### src/rtl/crb_pkg.sv
package crb_pkg;

    typedef enum logic [0:0] {LOC_FREE, LOC_OWNED}  loc_state_e;
    typedef enum logic [0:0] {RDY_IDLE, RDY_ACTIVE} rdy_state_e;
    typedef enum logic [0:0] {SEQ_IDLE, SEQ_BUSY}   seq_state_e;

    localparam int OFS_W = 12;

    localparam logic [OFS_W-1:0] OFS_LOC_STATE  = 12'h000;
    localparam logic [OFS_W-1:0] OFS_LOC_CTRL   = 12'h008;
    localparam logic [OFS_W-1:0] OFS_LOC_STS    = 12'h00C;
    localparam logic [OFS_W-1:0] OFS_INTF_ID    = 12'h030;
    localparam logic [OFS_W-1:0] OFS_CTRL_REQ   = 12'h040;
    localparam logic [OFS_W-1:0] OFS_CTRL_STS   = 12'h044;
    localparam logic [OFS_W-1:0] OFS_CANCEL     = 12'h048;
    localparam logic [OFS_W-1:0] OFS_START      = 12'h04C;
    localparam logic [OFS_W-1:0] OFS_CMD_SIZE   = 12'h058;
    localparam logic [OFS_W-1:0] OFS_CMD_ADDR   = 12'h05C;
    localparam logic [OFS_W-1:0] OFS_RSP_SIZE   = 12'h064;
    localparam logic [OFS_W-1:0] OFS_RSP_ADDR   = 12'h068;

    localparam logic [31:0] CODE_REQUEST    = 32'd1;
    localparam logic [31:0] CODE_RELINQUISH = 32'd2;
    localparam logic [31:0] CODE_WAKE       = 32'd1;
    localparam logic [31:0] CODE_SLEEP      = 32'd2;
    localparam logic [31:0] CODE_INVOKE     = 32'd1;

    localparam logic [3:0] ID_TYPE     = 4'd1;
    localparam logic [3:0] ID_VERSION  = 4'd1;
    localparam logic [1:0] ID_XFER     = 2'b11;
    localparam logic       ID_BUF_CAP  = 1'b1;
    localparam logic [1:0] ID_SELECTOR = 2'd1;

    localparam logic [31:0] INTF_ID_WORD =
        (32'(ID_TYPE))           |
        (32'(ID_VERSION)  << 4)  |
        (32'(ID_XFER)     << 11) |
        (32'(ID_BUF_CAP)  << 14) |
        (32'(ID_SELECTOR) << 17);

endpackage

### src/rtl/crb_loc_fsm.sv
module crb_loc_fsm
    import crb_pkg::*;
#(
    parameter int LOC_W = 3
) (
    input  logic             clk_i,
    input  logic             rst_ni,
    input  logic             req_i,
    input  logic             rel_i,
    input  logic [LOC_W-1:0] wr_loc_i,
    output logic             owned_o,
    output logic [LOC_W-1:0] owner_o,
    output logic             granted_o,
    output logic             seized_o
);

    loc_state_e       st_q, st_d;
    logic [LOC_W-1:0] owner_q;
    logic             granted_q, seized_q;

    always_ff @(posedge clk_i) begin
        if (!rst_ni) st_q <= LOC_FREE;
        else         st_q <= st_d;
    end

    always_comb begin
        st_d = st_q;
        unique case (st_q)
            LOC_FREE:  if (req_i) st_d = LOC_OWNED;
            LOC_OWNED: if (rel_i) st_d = LOC_FREE;
        endcase
    end

    always_ff @(posedge clk_i) begin
        if (!rst_ni) begin
            owner_q   <= '0;
            granted_q <= 1'b0;
            seized_q  <= 1'b0;
        end else if (req_i) begin
            owner_q   <= wr_loc_i;
            granted_q <= 1'b1;
            seized_q  <= 1'b0;
        end else if (rel_i) begin
            granted_q <= 1'b0;
        end
    end

    assign owned_o   = (st_q == LOC_OWNED);
    assign owner_o   = owner_q;
    assign granted_o = granted_q;
    assign seized_o  = seized_q;

    a_r3_request_grants: assert property (@(posedge clk_i) disable iff (!rst_ni)
        req_i |=> (owned_o && granted_o && !seized_o && owner_o == $past(wr_loc_i)));

    a_r4_release_frees: assert property (@(posedge clk_i) disable iff (!rst_ni)
        rel_i |=> (!owned_o && !granted_o));

endmodule

### src/rtl/crb_rdy_fsm.sv
module crb_rdy_fsm
    import crb_pkg::*;
(
    input  logic clk_i,
    input  logic rst_ni,
    input  logic wake_i,
    input  logic sleep_i,
    output logic idle_o
);

    rdy_state_e st_q, st_d;

    always_ff @(posedge clk_i) begin
        if (!rst_ni) st_q <= RDY_IDLE;
        else         st_q <= st_d;
    end

    always_comb begin
        st_d = st_q;
        unique case (st_q)
            RDY_IDLE:   if (wake_i)  st_d = RDY_ACTIVE;
            RDY_ACTIVE: if (sleep_i) st_d = RDY_IDLE;
        endcase
    end

    assign idle_o = (st_q == RDY_IDLE);

    a_r2_wake_clears_idle: assert property (@(posedge clk_i) disable iff (!rst_ni)
        wake_i |=> !idle_o);

    a_r2_sleep_sets_idle: assert property (@(posedge clk_i) disable iff (!rst_ni)
        sleep_i |=> idle_o);

endmodule

### src/rtl/crb_cmd_seq.sv
module crb_cmd_seq
    import crb_pkg::*;
#(
    parameter int LOC_W = 3
) (
    input  logic             clk_i,
    input  logic             rst_ni,
    input  logic             start_wr_i,
    input  logic             cancel_wr_i,
    input  logic [LOC_W-1:0] wr_loc_i,
    input  logic             owned_i,
    input  logic [LOC_W-1:0] owner_i,
    input  logic             eng_done_i,
    input  logic             eng_err_i,
    output logic             busy_o,
    output logic             fatal_o,
    output logic             eng_start_o,
    output logic             eng_cancel_o
);

    seq_state_e st_q, st_d;
    logic       start_ok;
    logic       start_q, cancel_q, fatal_q;

    assign start_ok = start_wr_i && owned_i && (owner_i == wr_loc_i);

    always_ff @(posedge clk_i) begin
        if (!rst_ni) st_q <= SEQ_IDLE;
        else         st_q <= st_d;
    end

    always_comb begin
        st_d = st_q;
        unique case (st_q)
            SEQ_IDLE: if (start_ok)   st_d = SEQ_BUSY;
            SEQ_BUSY: if (eng_done_i) st_d = SEQ_IDLE;
        endcase
    end

    always_ff @(posedge clk_i) begin
        if (!rst_ni) begin
            start_q  <= 1'b0;
            cancel_q <= 1'b0;
            fatal_q  <= 1'b0;
        end else begin
            start_q  <= (st_q == SEQ_IDLE) && start_ok;
            cancel_q <= (st_q == SEQ_BUSY) && cancel_wr_i;
            if ((st_q == SEQ_BUSY) && eng_done_i && eng_err_i) fatal_q <= 1'b1;
        end
    end

    assign busy_o       = (st_q == SEQ_BUSY);
    assign fatal_o      = fatal_q;
    assign eng_start_o  = start_q;
    assign eng_cancel_o = cancel_q;

    a_r5_start_single: assert property (@(posedge clk_i) disable iff (!rst_ni)
        eng_start_o |=> !eng_start_o);

    a_r5_start_marks_busy: assert property (@(posedge clk_i) disable iff (!rst_ni)
        eng_start_o |-> busy_o);

    a_r6_cancel_in_flight: assert property (@(posedge clk_i) disable iff (!rst_ni)
        eng_cancel_o |-> $past(busy_o));

    a_r7_finish_on_done: assert property (@(posedge clk_i) disable iff (!rst_ni)
        $fell(busy_o) |-> $past(eng_done_i));

    a_r7_fatal_sticky: assert property (@(posedge clk_i) disable iff (!rst_ni)
        fatal_o |=> fatal_o);

endmodule

### src/rtl/crb_rd_mux.sv
module crb_rd_mux
    import crb_pkg::*;
#(
    parameter int          LOC_W    = 3,
    parameter logic [31:0] BUF_SIZE = 32'hF80,
    parameter logic [31:0] BUF_ADDR = 32'hFED40080
) (
    input  logic [OFS_W-1:2] word_i,
    input  logic             not_est_i,
    input  logic             owned_i,
    input  logic [LOC_W-1:0] owner_i,
    input  logic             granted_i,
    input  logic             seized_i,
    input  logic             idle_i,
    input  logic             fatal_i,
    input  logic             busy_i,
    output logic [31:0]      word_o
);

    logic [7:0] active_loc;

    assign active_loc = owned_i ? {{(8 - LOC_W){1'b0}}, owner_i} : 8'hFF;

    always_comb begin
        word_o = '0;
        unique case ({word_i, 2'b00})
            OFS_LOC_STATE: word_o = {16'h0, active_loc, 1'b1, 5'b0, owned_i, not_est_i};
            OFS_LOC_STS:   word_o = {30'h0, seized_i, granted_i};
            OFS_INTF_ID:   word_o = INTF_ID_WORD;
            OFS_CTRL_STS:  word_o = {30'h0, idle_i, fatal_i};
            OFS_START:     word_o = {31'h0, busy_i};
            OFS_CMD_SIZE:  word_o = BUF_SIZE;
            OFS_CMD_ADDR:  word_o = BUF_ADDR;
            OFS_RSP_SIZE:  word_o = BUF_SIZE;
            OFS_RSP_ADDR:  word_o = BUF_ADDR;
            default:       word_o = '0;
        endcase
    end

endmodule

### src/rtl/crb_ctrl_top.sv
module crb_ctrl_top
    import crb_pkg::*;
#(
    parameter int          ADDR_W    = 15,
    parameter logic [31:0] BASE_ADDR = 32'hFED40000,
    parameter logic [31:0] WIN_BYTES = 32'h1000,
    parameter logic [31:0] BUF_OFS   = 32'h80
) (
    input  logic              clk_i,
    input  logic              rst_ni,
    input  logic              bus_wr_i,
    input  logic              bus_rd_i,
    input  logic [ADDR_W-1:0] bus_addr_i,
    input  logic [31:0]       bus_wdata_i,
    output logic [31:0]       bus_rdata_o,
    input  logic              tpm_established_i,
    output logic              eng_start_o,
    output logic              eng_cancel_o,
    input  logic              eng_done_i,
    input  logic              eng_err_i
);

    localparam int          LOC_W    = ADDR_W - OFS_W;
    localparam logic [31:0] BUF_SIZE = WIN_BYTES - BUF_OFS;
    localparam logic [31:0] BUF_ADDR = BASE_ADDR + BUF_OFS;

    logic [OFS_W-1:0] ofs;
    logic [LOC_W-1:0] wr_loc;
    logic             hit_req, hit_rel, hit_wake, hit_sleep, hit_start, hit_cancel;
    logic             owned, granted, seized, idle, busy, fatal;
    logic [LOC_W-1:0] owner;
    logic [31:0]      word, rdata_q;

    assign ofs    = bus_addr_i[OFS_W-1:0];
    assign wr_loc = bus_addr_i[ADDR_W-1:OFS_W];

    assign hit_req    = bus_wr_i && ofs == OFS_LOC_CTRL && bus_wdata_i == CODE_REQUEST;
    assign hit_rel    = bus_wr_i && ofs == OFS_LOC_CTRL && bus_wdata_i == CODE_RELINQUISH;
    assign hit_wake   = bus_wr_i && ofs == OFS_CTRL_REQ && bus_wdata_i == CODE_WAKE;
    assign hit_sleep  = bus_wr_i && ofs == OFS_CTRL_REQ && bus_wdata_i == CODE_SLEEP;
    assign hit_start  = bus_wr_i && ofs == OFS_START    && bus_wdata_i == CODE_INVOKE;
    assign hit_cancel = bus_wr_i && ofs == OFS_CANCEL   && bus_wdata_i == CODE_INVOKE;

    crb_loc_fsm #(.LOC_W(LOC_W)) u_loc (
        .clk_i     (clk_i),
        .rst_ni    (rst_ni),
        .req_i     (hit_req),
        .rel_i     (hit_rel),
        .wr_loc_i  (wr_loc),
        .owned_o   (owned),
        .owner_o   (owner),
        .granted_o (granted),
        .seized_o  (seized)
    );

    crb_rdy_fsm u_rdy (
        .clk_i   (clk_i),
        .rst_ni  (rst_ni),
        .wake_i  (hit_wake),
        .sleep_i (hit_sleep),
        .idle_o  (idle)
    );

    crb_cmd_seq #(.LOC_W(LOC_W)) u_seq (
        .clk_i        (clk_i),
        .rst_ni       (rst_ni),
        .start_wr_i   (hit_start),
        .cancel_wr_i  (hit_cancel),
        .wr_loc_i     (wr_loc),
        .owned_i      (owned),
        .owner_i      (owner),
        .eng_done_i   (eng_done_i),
        .eng_err_i    (eng_err_i),
        .busy_o       (busy),
        .fatal_o      (fatal),
        .eng_start_o  (eng_start_o),
        .eng_cancel_o (eng_cancel_o)
    );

    crb_rd_mux #(
        .LOC_W    (LOC_W),
        .BUF_SIZE (BUF_SIZE),
        .BUF_ADDR (BUF_ADDR)
    ) u_rd (
        .word_i    (ofs[OFS_W-1:2]),
        .not_est_i (!tpm_established_i),
        .owned_i   (owned),
        .owner_i   (owner),
        .granted_i (granted),
        .seized_i  (seized),
        .idle_i    (idle),
        .fatal_i   (fatal),
        .busy_i    (busy),
        .word_o    (word)
    );

    always_ff @(posedge clk_i) begin
        if (!rst_ni)       rdata_q <= '0;
        else if (bus_rd_i) rdata_q <= word >> {ofs[1:0], 3'b000};
    end

    assign bus_rdata_o = rdata_q;

    a_r10_no_start_off_offset: assert property (@(posedge clk_i) disable iff (!rst_ni)
        (bus_wr_i && ofs != OFS_START && !busy) |=> !eng_start_o);

endmodule

### config.mk
export PLATFORM = sky130hd
export DESIGN_NAME = crb_ctrl_top
export DESIGN_NICKNAME = d
export VERILOG_FILES = /design/src/rtl/crb_pkg.sv /design/src/rtl/crb_loc_fsm.sv /design/src/rtl/crb_rdy_fsm.sv /design/src/rtl/crb_cmd_seq.sv /design/src/rtl/crb_rd_mux.sv /design/src/rtl/crb_ctrl_top.sv
export SDC_FILE = /design/constraint.sdc
export NUM_CORES = 1
export LEC_CHECK = 0
export ABC_AREA = 1
export BUFFER_PORTS_ARGS = -buffer_cell sky130_fd_sc_hd__buf_2
export CORE_AREA = 2 2 84 86
export DETAILED_ROUTE_END_ITERATION = 10
export DIE_AREA = 0 0 86 88
export MAX_ROUTING_LAYER = met4
export SLEW_MARGIN = 20
export SYNTH_ARGS = -nofsm -noshare
export SYNTH_HDL_FRONTEND = slang
export SYNTH_SLANG_ARGS = --single-unit
### constraint.sdc
create_clock -name clk_i -period 1.05 [get_ports clk_i]
set_input_delay 0.105 -clock clk_i [delete_from_list [all_inputs] [get_ports clk_i]]
set_output_delay 0.105 -clock clk_i [all_outputs]
set_load 0.02 [all_outputs]
==> qor.txt <==
Status = completed
Synth area leader = dfxtp_1
Vias in the first global route = 2072
Share of cells above drive strength 1 = 50.3%
Die height = 88 um
Gpl congestion = 0.861
Core Footprint = 0.00664 mm^2
Final instance area = 0.00285 mm^2
Top cell type's share of synthesized area = 29.6%
Clock Skews = 4.62 ps
DRC viols = 0
VDD IR max = 0.418 mV
Final WS setup = 28.3 ps
Number of synthesized flops with an enable pin = 0
Ranking of synthesized cells by area = dfxtp_1 30%, nand2_1 11%, nand3_1 7.2%
# hold bufs at CTS = 0
DP Worst Slack = -252 ps
First-pass GRT wire length = 9160 um
Count of cell types in the netlist = 39
Die area = 0.00757 mm^2
Max-Cap Viols = 0
FILL cells = 694
Synth warn = 0
CP startpoint kind = input pin
IO Count = 88
Reg-to-reg slack, setup = 50 ps
Seq/Total Area, Yosys = 29.6%
Crit path to = bus_rdata_o[15]
Initial Util = 29.5%
Slew Viols, Final = 0
Number of routed nets with antenna violations = 0
Crit Path Class = input pin to flop
Worst-Skew Late Latency = 280 ps
Post-DP HPWL = 4510 um
Most common cell in the netlist = nand2_1
DR pass1 iterations = 4
Predominant post-synthesis flop cell = dfxtp_1
Crit end category = flop
CTS buffer count = 5
I/O Buffers = 85
Pin count of the biggest net entering global routing = 17
Hold Fails Final Rpt = 0
Cell leakage power = 1.44 nW
RR Startpoint = u_loc.owner_o[1]
Synth cell count leaders = 59 x nand2_1, 29 x dfxtp_1, 29 x nor2_1
RSZ-0062 raised after global routing = yes
R2R Path End = u_seq.busy_o
N_diodes = 0
Layout area overhead = 45.2%
CTS sink cnt = 29
Final nets = 449
Placed inst area = 0.00259 mm^2
Routed wire length = 5630 um
TritonCTS clock tree = built
Final Setup Violations = 0
Die X = 86 um
Min-Delay Path Class = input pin to flop
Vias/cell = 4.55
CP Max Fanout = 7
CP arrival = 1230 ps
Global-route usage over all layers = 15.7%
Final std cells w/o fill = 476
Overflow after GRT = 0
Worst Path Required = 1260 ps
Max clock buf depth = 2
CP Launch Point = bus_addr_i[10]
H-tree levels = 2
Pwr dens = 992 mW/mm^2
Final critical-path required period = 1020 ps
Root Driver = clkbuf_8
Rows = 30
Final period util = 97.3%
Final Total Pwr = 2.82 mW
Maximum clock rate = 979 MHz
Post-synthesis cell area = 0.00196 mm^2
Reg2reg path depth = 7
Layout Utilization = 42.8%
Clk slew on worst S/H paths = 60 ps
Post-Route Setup TNS = 0 ps
Synthesized area per cell = 6.88 um^2
WL/cell = 11.8 um
Async SR Flop Fraction = 0%
Worst hold margin = 29.1 ps
Syn Inst Count = 285
Initial antenna violation count = 0
Seq cells post-synth = 29
Cell Count Post-Placement = 464
Initial DRC count = 107
Routed vias = 2165
[cell type report]
type	count	area, um^2	area share, %
Multi-Input combinational cell	205	1210	42.7
Tap cell	80	100	3.52
Sequential cell	29	587	20.6
Clock buffer	7	86.3	3.03
Timing Repair Buffer	121	699	24.6
Inverter	33	128	4.49
Clock inverter	1	30.0	1.06
[worst min path at each step]
stage / from / endpoint / slack (ps) / cells after the start
2_1_floorplan: eng_done_i / u_seq.busy_o / 210 / 1
3_3_place_gp: eng_done_i / u_seq.busy_o / 330 / 2
3_5_place_dp: eng_done_i / u_seq.busy_o / 320 / 2
4_1_cts: eng_done_i / u_seq.busy_o / 20 / 2
5_1_grt: eng_done_i / u_seq.busy_o / 40 / 2
6_report: eng_done_i / u_seq.busy_o / 30 / 2
[state kept, by name (all words and copies together), names as in the netlist]
| register | count |
|---|---|
| u_loc.owned_o | 1 |
| u_seq.fatal_o | 1 |
| u_seq.busy_o | 1 |
| u_loc.granted_o | 1 |
| bus_rdata_o | 19 |
| u_rdy.st_q | 1 |
| u_seq.eng_cancel_o | 1 |
| u_loc.owner_o | 3 |
| u_seq.eng_start_o | 1 |
[logic make-up (layout without fill, tap and decap cells)]
family,after synthesis,after routing,synth area share [%]
buffers and inverters,52,162,13.4
flip-flops,29,29,29.6
other,1,2,0.191
AND/OR/NAND/NOR,158,158,43.2
AO/OA/AOI/OAI,45,45,13.6
[worst max-delay path: stages]
cell and delay [ps]:
buf_2 110, nor2_4 130, nand2_4 110, nor2_8 200
nand2_4 90, clkinv_2 60, nand2_2 60, o21ai_2 130
nand2_2 80, a31oi_2 150
[power by group]
part / switching (mW) / internal [mW]
clock network: 0.431 / 0.773
logic: 0.277 / 0.210
registers: 0.0101 / 1.12
[what timing repair did]
item | 4_1_cts | 5_1_grt
setup endpoints to repair | 0 | 23
buffers inserted | 0 | 4
resized for setup | 0 | 31
[layout by cell type (no fill, tap or decap), types with 2 or more instances in the layout]
cell type	n
buf_2	85
nand2_1	55
buf_4	35
nor2_1	27
dfxtp_1	24
nand3_1	23
inv_1	21
a21oi_1	18
nand2_2	13
inv_2	9
nor2_4	8
nand3_2	6
nor2_2	6
clkbuf_8	6
nand2_4	5
o21ai_0	5
o21ai_1	5
dfxtp_2	5
nor3_1	4
a31oi_1	3
a21oi_2	3
nor4_4	2
nor4_2	2
nand4_1	2
o21ai_2	2
o211ai_1	2
conb_1	2
[per-layer routing]
metal | vias to the layer above | global-route usage [%] | wire length (um)
met2 | 46 | 25.8 | 2750
met5 | - | - | 0
met1 | 975 | 19.8 | 2610
li1 | 1138 | - | -
met4 | 0 | 4.33 | 65
met3 | 6 | 2.64 | 199
No activity file was read; power rests on OpenSTA's default activity.
